`src/rtl/nvw_pkg.sv`:
```
package nvw_pkg;

    typedef enum logic [1:0] {
        SEL_ADDR = 2'd0,
        SEL_DATA = 2'd1,
        SEL_CTRL = 2'd2,
        SEL_KEY  = 2'd3
    } reg_sel_e;

    localparam logic [7:0] KEY_FIRST  = 8'h55;
    localparam logic [7:0] KEY_SECOND = 8'hAA;

    typedef enum logic [1:0] {
        UL_IDLE  = 2'd0,
        UL_HALF  = 2'd1,
        UL_ARMED = 2'd2
    } unlock_e;

    typedef struct packed {
        logic keep_done;
        logic rd;
        logic go;
        logic en;
    } ctrl_req_t;

    function automatic ctrl_req_t decode_ctrl(input logic [7:0] v);
        ctrl_req_t r;
        r.en        = v[0];
        r.go        = v[1];
        r.rd        = v[2];
        r.keep_done = v[3];
        return r;
    endfunction

    function automatic logic [7:0] pack_ctrl(input logic en, input logic wip, input logic done);
        return {4'b0000, done, 1'b0, wip, en};
    endfunction

    function automatic int hold_cycles(input int clk_hz, input int ms);
        return (clk_hz / 1000) * ms;
    endfunction

endpackage

```
`src/rtl/nvw_unlock.sv`:
```
module nvw_unlock
    import nvw_pkg::*;
(
    input  logic       clk,
    input  logic       rst,
    input  logic       acc_any,
    input  logic       key_wr,
    input  logic [7:0] key_val,
    output logic       armed
);
    unlock_e state_q;

    always_ff @(posedge clk) begin
        if (rst) begin
            state_q <= UL_IDLE;
        end else if (acc_any) begin
            if (key_wr) begin
                case (state_q)
                    UL_IDLE: state_q <= (key_val == KEY_FIRST)  ? UL_HALF  : UL_IDLE;
                    UL_HALF: state_q <= (key_val == KEY_SECOND) ? UL_ARMED : UL_IDLE;
                    default: state_q <= UL_IDLE;
                endcase
            end else begin
                state_q <= UL_IDLE;
            end
        end
    end

    assign armed = (state_q == UL_ARMED);
endmodule

```
`src/rtl/nvw_holdoff.sv`:
```
module nvw_holdoff #(
    parameter int HOLD_CYC = 8000000
) (
    input  logic clk,
    input  logic rst,
    output logic hold_active
);
    localparam int CW = (HOLD_CYC > 1) ? $clog2(HOLD_CYC + 1) : 1;
    localparam logic [CW-1:0] LIMIT = CW'(HOLD_CYC);

    logic [CW-1:0] cnt_q;

    always_ff @(posedge clk) begin
        if (rst) begin
            cnt_q <= '0;
        end else if (cnt_q != LIMIT) begin
            cnt_q <= cnt_q + 1'b1;
        end
    end

    assign hold_active = (cnt_q != LIMIT);
endmodule

```
`src/rtl/nvw_array.sv`:
```
module nvw_array #(
    parameter int DEPTH        = 256,
    parameter int WRITE_CYCLES = 500000
) (
    input  logic                     clk,
    input  logic                     rst,
    input  logic                     go,
    input  logic [$clog2(DEPTH)-1:0] go_addr,
    input  logic [7:0]               go_data,
    input  logic [$clog2(DEPTH)-1:0] rd_addr,
    output logic [7:0]               rd_data,
    output logic                     busy,
    output logic                     done
);
    localparam int AW = $clog2(DEPTH);
    localparam int CW = (WRITE_CYCLES > 1) ? $clog2(WRITE_CYCLES) : 1;
    localparam logic [CW-1:0] LAST = CW'(WRITE_CYCLES - 1);

    typedef struct packed {
        logic [AW-1:0] addr;
        logic [7:0]    data;
    } pend_t;

    logic [7:0]    mem_q [DEPTH];
    pend_t         pend_q;
    logic [CW-1:0] cnt_q;
    logic          busy_q;

    assign done    = busy_q && (cnt_q == LAST);
    assign busy    = busy_q;
    assign rd_data = mem_q[rd_addr];

    always_ff @(posedge clk) begin
        if (rst) begin
            busy_q <= 1'b0;
            cnt_q  <= '0;
            pend_q <= '0;
        end else if (go && !busy_q) begin
            busy_q      <= 1'b1;
            cnt_q       <= '0;
            pend_q.addr <= go_addr;
            pend_q.data <= go_data;
        end else if (done) begin
            busy_q <= 1'b0;
            cnt_q  <= '0;
        end else if (busy_q) begin
            cnt_q <= cnt_q + 1'b1;
        end
    end

    always_ff @(posedge clk) begin
        if (rst) begin
            for (int i = 0; i < DEPTH; i++) begin
                mem_q[i] <= 8'hFF;
            end
        end else if (done) begin
            mem_q[pend_q.addr] <= pend_q.data;
        end
    end
endmodule

```
`src/rtl/nvw_ctrl.sv`:
```
module nvw_ctrl
    import nvw_pkg::*;
#(
    parameter int DEPTH        = 256,
    parameter int WRITE_CYCLES = 500000,
    parameter int CLK_HZ       = 125000000,
    parameter int HOLD_MS      = 64
) (
    input  logic       clk,
    input  logic       rst,
    input  logic [1:0] bus_sel,
    input  logic       bus_wr,
    input  logic       bus_rd,
    input  logic [7:0] bus_wdata,
    output logic [7:0] bus_rdata
);
    localparam int AW       = $clog2(DEPTH);
    localparam int HOLD_CYC = hold_cycles(CLK_HZ, HOLD_MS);

    reg_sel_e  sel;
    ctrl_req_t req;
    logic [7:0] addr_q, data_q;
    logic       en_q, flag_q;
    logic       armed, hold_active, busy, done;
    logic [7:0] arr_rd;
    logic       wr_ctrl, go, do_read;

    assign sel     = reg_sel_e'(bus_sel);
    assign req     = decode_ctrl(bus_wdata);
    assign wr_ctrl = bus_wr && (sel == SEL_CTRL);
    assign go      = wr_ctrl && req.go && req.en && armed && !hold_active && !busy;
    assign do_read = wr_ctrl && req.rd && !go && !busy;

    nvw_unlock unlock_i (
        .clk     (clk),
        .rst     (rst),
        .acc_any (bus_wr || bus_rd),
        .key_wr  (bus_wr && (sel == SEL_KEY)),
        .key_val (bus_wdata),
        .armed   (armed)
    );

    nvw_holdoff #(.HOLD_CYC(HOLD_CYC)) hold_i (
        .clk         (clk),
        .rst         (rst),
        .hold_active (hold_active)
    );

    nvw_array #(.DEPTH(DEPTH), .WRITE_CYCLES(WRITE_CYCLES)) array_i (
        .clk     (clk),
        .rst     (rst),
        .go      (go),
        .go_addr (addr_q[AW-1:0]),
        .go_data (data_q),
        .rd_addr (addr_q[AW-1:0]),
        .rd_data (arr_rd),
        .busy    (busy),
        .done    (done)
    );

    always_ff @(posedge clk) begin
        if (rst) begin
            addr_q <= '0;
            data_q <= '0;
            en_q   <= 1'b0;
            flag_q <= 1'b0;
        end else begin
            if (bus_wr && sel == SEL_ADDR) addr_q <= bus_wdata;
            if (bus_wr && sel == SEL_DATA) data_q <= bus_wdata;
            else if (do_read)              data_q <= arr_rd;
            if (wr_ctrl) en_q <= req.en;
            if (done)                            flag_q <= 1'b1;
            else if (wr_ctrl && !req.keep_done)  flag_q <= 1'b0;
        end
    end

    always_comb begin
        case (sel)
            SEL_ADDR: bus_rdata = addr_q;
            SEL_DATA: bus_rdata = data_q;
            SEL_CTRL: bus_rdata = pack_ctrl(en_q, busy, flag_q);
            default:  bus_rdata = 8'h00;
        endcase
    end
endmodule

```
`config.mk`:
```
export PLATFORM = sky130hd
export DESIGN_NAME = nvw_ctrl
export DESIGN_NICKNAME = d
export VERILOG_FILES = /design/src/rtl/nvw_pkg.sv /design/src/rtl/nvw_unlock.sv /design/src/rtl/nvw_holdoff.sv /design/src/rtl/nvw_array.sv /design/src/rtl/nvw_ctrl.sv
export SDC_FILE = /design/constraint.sdc
export NUM_CORES = 2
export LEC_CHECK = 0
export BUFFER_PORTS_ARGS = -buffer_cell sky130_fd_sc_hd__buf_2
export CAP_MARGIN = 20
export CORE_MARGIN = 3
export CORE_UTILIZATION = 40
export CTS_CLUSTER_DIAMETER = 40
export DETAILED_ROUTE_END_ITERATION = 10
export RECOVER_POWER = 50
export SYNTH_ARGS = -nofsm -noshare
export SYNTH_HDL_FRONTEND = slang
export SYNTH_SLANG_ARGS = --single-unit
export TNS_END_PERCENT = 100
```
`constraint.sdc`:
```
create_clock -name clk -period 4.03 [get_ports clk]
set_input_delay 0.806 -clock clk [delete_from_list [all_inputs] [get_ports clk]]
set_output_delay 0.806 -clock clk [all_outputs]
set_load 0.03 [all_outputs]
```
# Word-level counts from Yosys, hierarchy flattened
# Memory sizes are Yosys's and may differ from the RTL's. A register that Yosys moved wholly into a read port is not among the register bits.
# Cells that the tools add are included.
[totals]
latchBits = 0
memories = 1
ff_bits = 79
romBits = 0
output_inout_bits = 8
ram_bits = 2048
[mem_list]
columns = ["memory", "depth", "width", "read_ports", "rd_ports_with_merged_regs", "wr", "line", "text"]
rows = [
  ["array_i.mem_q", 256, 8, 1, 1, 256, "nvw_array.sv:24", "logic [7:0] mem_q [DEPTH];"],
]
[op_classes]
order_cmp = 0
mux = 21
n_shift = 0
bitwise = 0
addsub = 2
multipliers = 0
n_eq_ne = 9
div = 0
n_reduce_logical = 27
[ops]
columns = ["op", "n"]
rows = [
  ["8-bit two-way mux", 6],
  ["8-bit one-hot mux with 3 select lines", 1],
  ["23-bit by 1-bit adder with 23-bit output, second input constant", 1],
  ["23-bit != test, second input constant", 1],
  ["19-bit by 1-bit adder with 19-bit output, second input constant", 1],
  ["19-bit equality test, second input constant", 1],
  ["1-bit logical AND", 15],
  ["1-bit two-way mux", 11],
  ["8-bit by 7-bit equality test with 1-bit output, second input constant", 1],
  ["8-bit equality test, second input constant", 1],
  ["8-bit OR reduction", 1],
  ["2-bit equality test, second input constant", 3],
  ["2-bit nonzero test", 3],
  ["2-bit by 1-bit equality test with 1-bit output, second input constant", 2],
  ["1-bit zero test", 4],
  ["2-bit zero test", 2],
  ["2-bit two-way mux", 2],
  ["2-bit one-hot mux with 2 select lines", 1],
  ["3-bit OR reduction", 1],
  ["1-bit logical OR", 1],
]

# Depth between registers and ports, before layout
[depth]
depth_word = 12
ltp_mapped = 13

# Hierarchy
# A second synthesis with hierarchy kept.
[hier_totals]
cells_unflattened = 6776
hier_area_um2 = 97543.6
[modules_own_cells]
columns = ["module", "n_inst", "cells_per_inst", "area_each_um2"]
rows = [
  ["nvw_array", 1, 6530, 95290.1],
  ["nvw_holdoff", 1, 129, 1144.8],
  ["nvw_ctrl", 1, 102, 973.4],
  ["nvw_unlock", 1, 15, 135.1],
]

# Worst setup path after synthesis
# OpenSTA, ideal clock, no wires.
[synth_path]
path_type = "register to register"
startpoint = "register array_i.cnt_q[0]"
endpoint = "memory array_i.mem_q[198][0] (enable)"
t_arrival_ns = 2.862
path_slack_ns = 0.793
required_time_ns = 3.655
setup_time_ns = 0.375
n_path_buf = 4
stages_incl_launch_ff = 12
path_cell_list = "dfxtp_1 ha_1 and4_4 nand2_1 or3_1 clkbuf_1 or2_4 or3_1 buf_2 buf_2 buf_1 o21bai_1"
[synth_lines]
columns = ["element", "line", "text"]
rows = [
  ["start, declared", "nvw_array.sv:26", "logic [CW-1:0] cnt_q;"],
  ["start signal, assigned", "nvw_array.sv:47", "cnt_q <= cnt_q + 1'b1;"],
  ["end, declared", "nvw_array.sv:24", ""],
]

==> impl_results.html <==
<table>
<tr><th>Metric</th><th>Value</th></tr>
<tr><th colspan="2">Logic synthesis</th></tr>
<tr><td>Unique masters post-synth</td><td>80</td></tr>
<tr><td>Synthesized area per cell</td><td>14.5 µm²</td></tr>
<tr><td>Cell Area, Synth</td><td>0.0991 mm²</td></tr>
<tr><td>Cells taking the most area after synthesis</td><td>sky130_fd_sc_hd__edfxtp_1, sky130_fd_sc_hd__or2_2, sky130_fd_sc_hd__mux4_2, sky130_fd_sc_hd__mux2i_1, sky130_fd_sc_hd__dfxtp_1</td></tr>
<tr><td>Count of flip-flops with a built-in enable after synthesis</td><td>2048</td></tr>
<tr><td>Synthesis-stage register bit count</td><td>2135</td></tr>
<tr><td>Top FF cell, synth</td><td>sky130_fd_sc_hd__edfxtp_1</td></tr>
<tr><td>Count leader, synth</td><td>sky130_fd_sc_hd__edfxtp_1</td></tr>
<tr><td>Cell count after synthesis</td><td>6836</td></tr>
<tr><td>Synthesis Warnings</td><td>0</td></tr>
<tr><td>Proportion of netlist area held by the largest area contributor</td><td>0.620</td></tr>
<tr><td>Mapped Nets</td><td>6853</td></tr>
<tr><td>Portion of the post-synthesis area used by sequential elements</td><td>0.638</td></tr>
<tr><td>Fraction of registers with async set or reset after synthesis</td><td>0</td></tr>
<tr><td>Cell taking the most area after synthesis</td><td>sky130_fd_sc_hd__edfxtp_1</td></tr>
<tr><td>Top post-synthesis cells by count</td><td>sky130_fd_sc_hd__edfxtp_1, sky130_fd_sc_hd__or2_2, sky130_fd_sc_hd__mux4_2</td></tr>
<tr><th colspan="2">Global routing</th></tr>
<tr><td>GRT Resource Usage Total</td><td>0.240</td></tr>
<tr><td>GR Overflow Total</td><td>0</td></tr>
<tr><td>GR Layer Usage met2</td><td>0.371</td></tr>
<tr><td>Wire length of the first global-routing pass</td><td>446000 µm</td></tr>
<tr><td>Met3 Usage GRT</td><td>0.0556</td></tr>
<tr><td>Number of antenna violations at the first check in global routing</td><td>13</td></tr>
<tr><td>Maximum number of pins on one net before global-route repair</td><td>159</td></tr>
<tr><td>Global routing met1 resource utilization</td><td>0.328</td></tr>
<tr><td>GR peak layer</td><td>met2</td></tr>
<tr><td>Number of global-route vias before repair</td><td>60300</td></tr>
<tr><th colspan="2">Clock tree</th></tr>
<tr><td>Quantity of gates resized following cts</td><td>0</td></tr>
<tr><td>Clock Latency Late Sink</td><td>0.97 ns</td></tr>
<tr><td>Buffers inserted during post-CTS setup optimization</td><td>0</td></tr>
<tr><td>Number of buffers inserted by hold repair at cts</td><td>0</td></tr>
<tr><td>CTS root buf</td><td>sky130_fd_sc_hd__clkbuf_16</td></tr>
<tr><td>Post-CTS clock slew at the launch and capture registers of the worst setup and hold paths</td><td>0.06 ns</td></tr>
<tr><td>TritonCTS Buffers</td><td>346</td></tr>
<tr><td>Number of clock sinks seen by CTS</td><td>2135</td></tr>
<tr><td>Number of H-tree levels</td><td>5</td></tr>
<tr><td>Clock Path Buffers</td><td>4</td></tr>
<tr><td>Clock tree from TritonCTS</td><td>built</td></tr>
<tr><th colspan="2">Power</th></tr>
<tr><td>Power density normalized to cell area</td><td>502 mW/mm²</td></tr>
<tr><td>Highest ir drop seen on vdd</td><td>0.469 mV</td></tr>
<tr><td>Static power due to leakage</td><td>36.7 nW</td></tr>
<tr><td>Total power</td><td>0.0582 W</td></tr>
<tr><th colspan="2">Critical path</th></tr>
<tr><td>Required time at the worst-slack endpoint</td><td>4.70 ns</td></tr>
<tr><td>Worst setup path class</td><td>flip-flop to flip-flop</td></tr>
<tr><td>Cell-by-cell trace of the critical path</td><td>buf_4 -&gt; mux4_2 -&gt; a22o_1 -&gt; a221oi_1 -&gt; o22ai_1 -&gt; nor4_1 -&gt; buf_4 -&gt; o32ai_1</td></tr>
<tr><td>Maximum fanout count along the critical path</td><td>26</td></tr>
<tr><td>Critical Path End Type</td><td>flip-flop</td></tr>
<tr><td>Cell with the largest stage delay on the worst path</td><td>sky130_fd_sc_hd__dfxtp_4</td></tr>
<tr><td>Cell mode on critical path</td><td>sky130_fd_sc_hd__buf_4</td></tr>
<tr><td>Delay of the slowest cell on the worst path</td><td>0.72 ns</td></tr>
<tr><td>CP startpoint kind</td><td>flip-flop</td></tr>
<tr><td>Data arrival time of the worst path</td><td>4.57 ns</td></tr>
<tr><th colspan="2">Run status</th></tr>
<tr><td>Outcome</td><td>finished, violations left</td></tr>
<tr><td>Violations in the final reports</td><td>capacitance limit, slew limit</td></tr>
<tr><th colspan="2">Detailed routing</th></tr>
<tr><td>Number of nets with antenna violations after detailed routing</td><td>0</td></tr>
<tr><td>First drt pass iteration count</td><td>6</td></tr>
<tr><td>DRC errors left</td><td>0</td></tr>
<tr><td>Post-detailed-route via-to-cell ratio</td><td>5.75</td></tr>
<tr><td>DRT iter0 DRCs</td><td>7790</td></tr>
<tr><td>Avg WL per Cell</td><td>29.2 µm</td></tr>
<tr><td>Wire length reported by the detailed router</td><td>310000 µm</td></tr>
<tr><td>Vias post-DR</td><td>61100</td></tr>
<tr><th colspan="2">Min path</th></tr>
<tr><td>Min-Delay Startpoint</td><td>bus_wdata[0]</td></tr>
<tr><td>Worst hold-check path type</td><td>input pin to flip-flop</td></tr>
<tr><th colspan="2">Timing</th></tr>
<tr><td>Normalized max-slew margin</td><td>-1.11</td></tr>
<tr><td>Post-route minimum period</td><td>3.90 ns</td></tr>
<tr><td>Hold Violations, Final</td><td>0</td></tr>
<tr><td>Fraction of the cycle the final worst path needs</td><td>0.969</td></tr>
<tr><td>Setup TNS Final</td><td>0 ns</td></tr>
<tr><td>Unrepaired setup endpoints after global routing</td><td>false</td></tr>
<tr><td># setup viols final</td><td>0</td></tr>
<tr><td>Slew at the pin closest to its max-slew limit</td><td>3.16 ns</td></tr>
<tr><td>Maximum frequency from static timing analysis</td><td>256 MHz</td></tr>
<tr><td>Max Transition Viols Final</td><td>123</td></tr>
<tr><td>Maximum clock skew at final layout</td><td>0.0703 ns</td></tr>
<tr><th colspan="2">Cells and area</th></tr>
<tr><td>Area growth, synth to finish</td><td>17.0%</td></tr>
<tr><td>Number of standard cells in the final layout excluding fillers</td><td>10600</td></tr>
<tr><td>Post-layout net count</td><td>7042</td></tr>
<tr><td>Layout cell share with drive strength beyond 1</td><td>0.438</td></tr>
<tr><th colspan="2">Die</th></tr>
<tr><td>Number of core rows</td><td>182</td></tr>
<tr><td>Die width</td><td>504 µm</td></tr>
<tr><td>Starting utilization of the core area</td><td>0.403</td></tr>
<tr><td>DIE AREA</td><td>0.254 mm²</td></tr>
<tr><td>Core Footprint</td><td>0.246 mm²</td></tr>
<tr><td>Number of I/O pins</td><td>22</td></tr>
<tr><td>Die outline height</td><td>504 µm</td></tr>
<tr><th colspan="2">Placed design</th></tr>
<tr><td>RePlAce Congestion</td><td>0.957</td></tr>
<tr><td>HPWL after DPL</td><td>205000 µm</td></tr>
<tr><td>Post-placement cell count</td><td>9989</td></tr>
<tr><td>Port bufs</td><td>21</td></tr>
<tr><th colspan="2">Flow run</th></tr>
<tr><td>Number of max-capacitance violations reported</td><td>1</td></tr>
</table>
==> routing by layer <==
layer | vias to the layer above | share of wire
li1 | 25800 | -
met1 | 31500 | 0.40
met2 | 3079 | 0.46
met3 | 642 | 0.095
met4 | 8 | 0.043
met5 | - | 0.00018
==> cell families after synthesis <==
family | count (synthesis) | synth area share
buffers and inverters | 554 | 0.0248
DFF | 2135 | 0.638
xor gates and xnor gates | 36 | 0.00318
and+or+nand+nor | 3052 | 0.180
muxes | 659 | 0.125
adders and majority gates | 3 | 0.000379
AOI/OAI and AO/OA | 397 | 0.0282
==> cell usage in the layout (no fill, tap or decap), drive strengths merged, types with 32 or more instances in the layout <==
cell type  instances
or3              264
edfxtp          2048
bufinv            46
mux2i            177
inv               66
nand2b           249
o21ai             36
clkinv           110
buf              332
dfxtp             87
a21oi             73
clkbuf           423
mux4             464
nor3              37
nor2             136
o21bai            32
nand3             64
or2             1798
nand2            375
a22oi             64
clkinvlp          33
==> critical path: cells and delay by family, from the launching register on <==
| family | cells | cell delay (ns) |
|---|---|---|
| flip-flops | 1 | 0.72 |
| buffers and inverters | 2 | 0.74 |
| multiplexers | 1 | 0.60 |
| AO/OA/AOI/OAI | 4 | 1.15 |
| AND/OR/NAND/NOR | 1 | 0.30 |
==> power breakdown <==
group	switching [W]	internal [W]
Clock	0.0110	0.0190
Combinational	0.00164	0.000970
Sequential	0.000381	0.0253
==> state kept, by name, indices dropped and copies added (netlist names), named ones only <==
register	count
array_i.pend_q	16
flag_q	1
array_i.mem_q	2048
data_q	8
en_q	1
array_i.busy	1
addr_q	8
array_i.cnt_q	19
unlock_i.state_q	2
hold_i.cnt_q	23
==> area by class of cell <==
type                    instances  area, µm²
multi-input cells            4147      33400
fillers                     21100     130000
diodes                         12       30.0
clock inverters               243       2810
repair buffers                383       3400
inverters                      12       46.3
well taps                    3312       4140
clock buffers                 372       8840
flip-flops and latches       2135      63300
==> through the flow <==
| step | util | setup WS [ns] | hold slack (ns) | cell area [µm²] |
|---|---|---|---|---|
| 3_3_place_gp | 0.425 | 0.279 | 0.446 | 105000 |
| 3_5_place_dp | 0.425 | 0.239 | 0.447 | 105000 |
| 4_1_cts | 0.472 | 0.213 | 0.150 | 116000 |
| 5_1_grt | 0.471 | 0.0475 | 0.201 | 116000 |
| 6_report | 0.471 | 0.125 | 0.224 | 116000 |
| 2_1_floorplan | - | 0.793 | 0.437 | 99100 |
==> final timing paths <==
check,slack [ns],cells past startpoint,end
setup reg to reg,0.13,8,data_q[7]$_SDFFE_PP0P_
hold reg to reg,0.46,2,en_q$_SDFFE_PP0N_
hold / removal,0.22,3,en_q$_SDFFE_PP0N_
setup / recovery,0.13,8,data_q[7]$_SDFFE_PP0P_
Note: power is estimated with default switching activity, not from simulation.
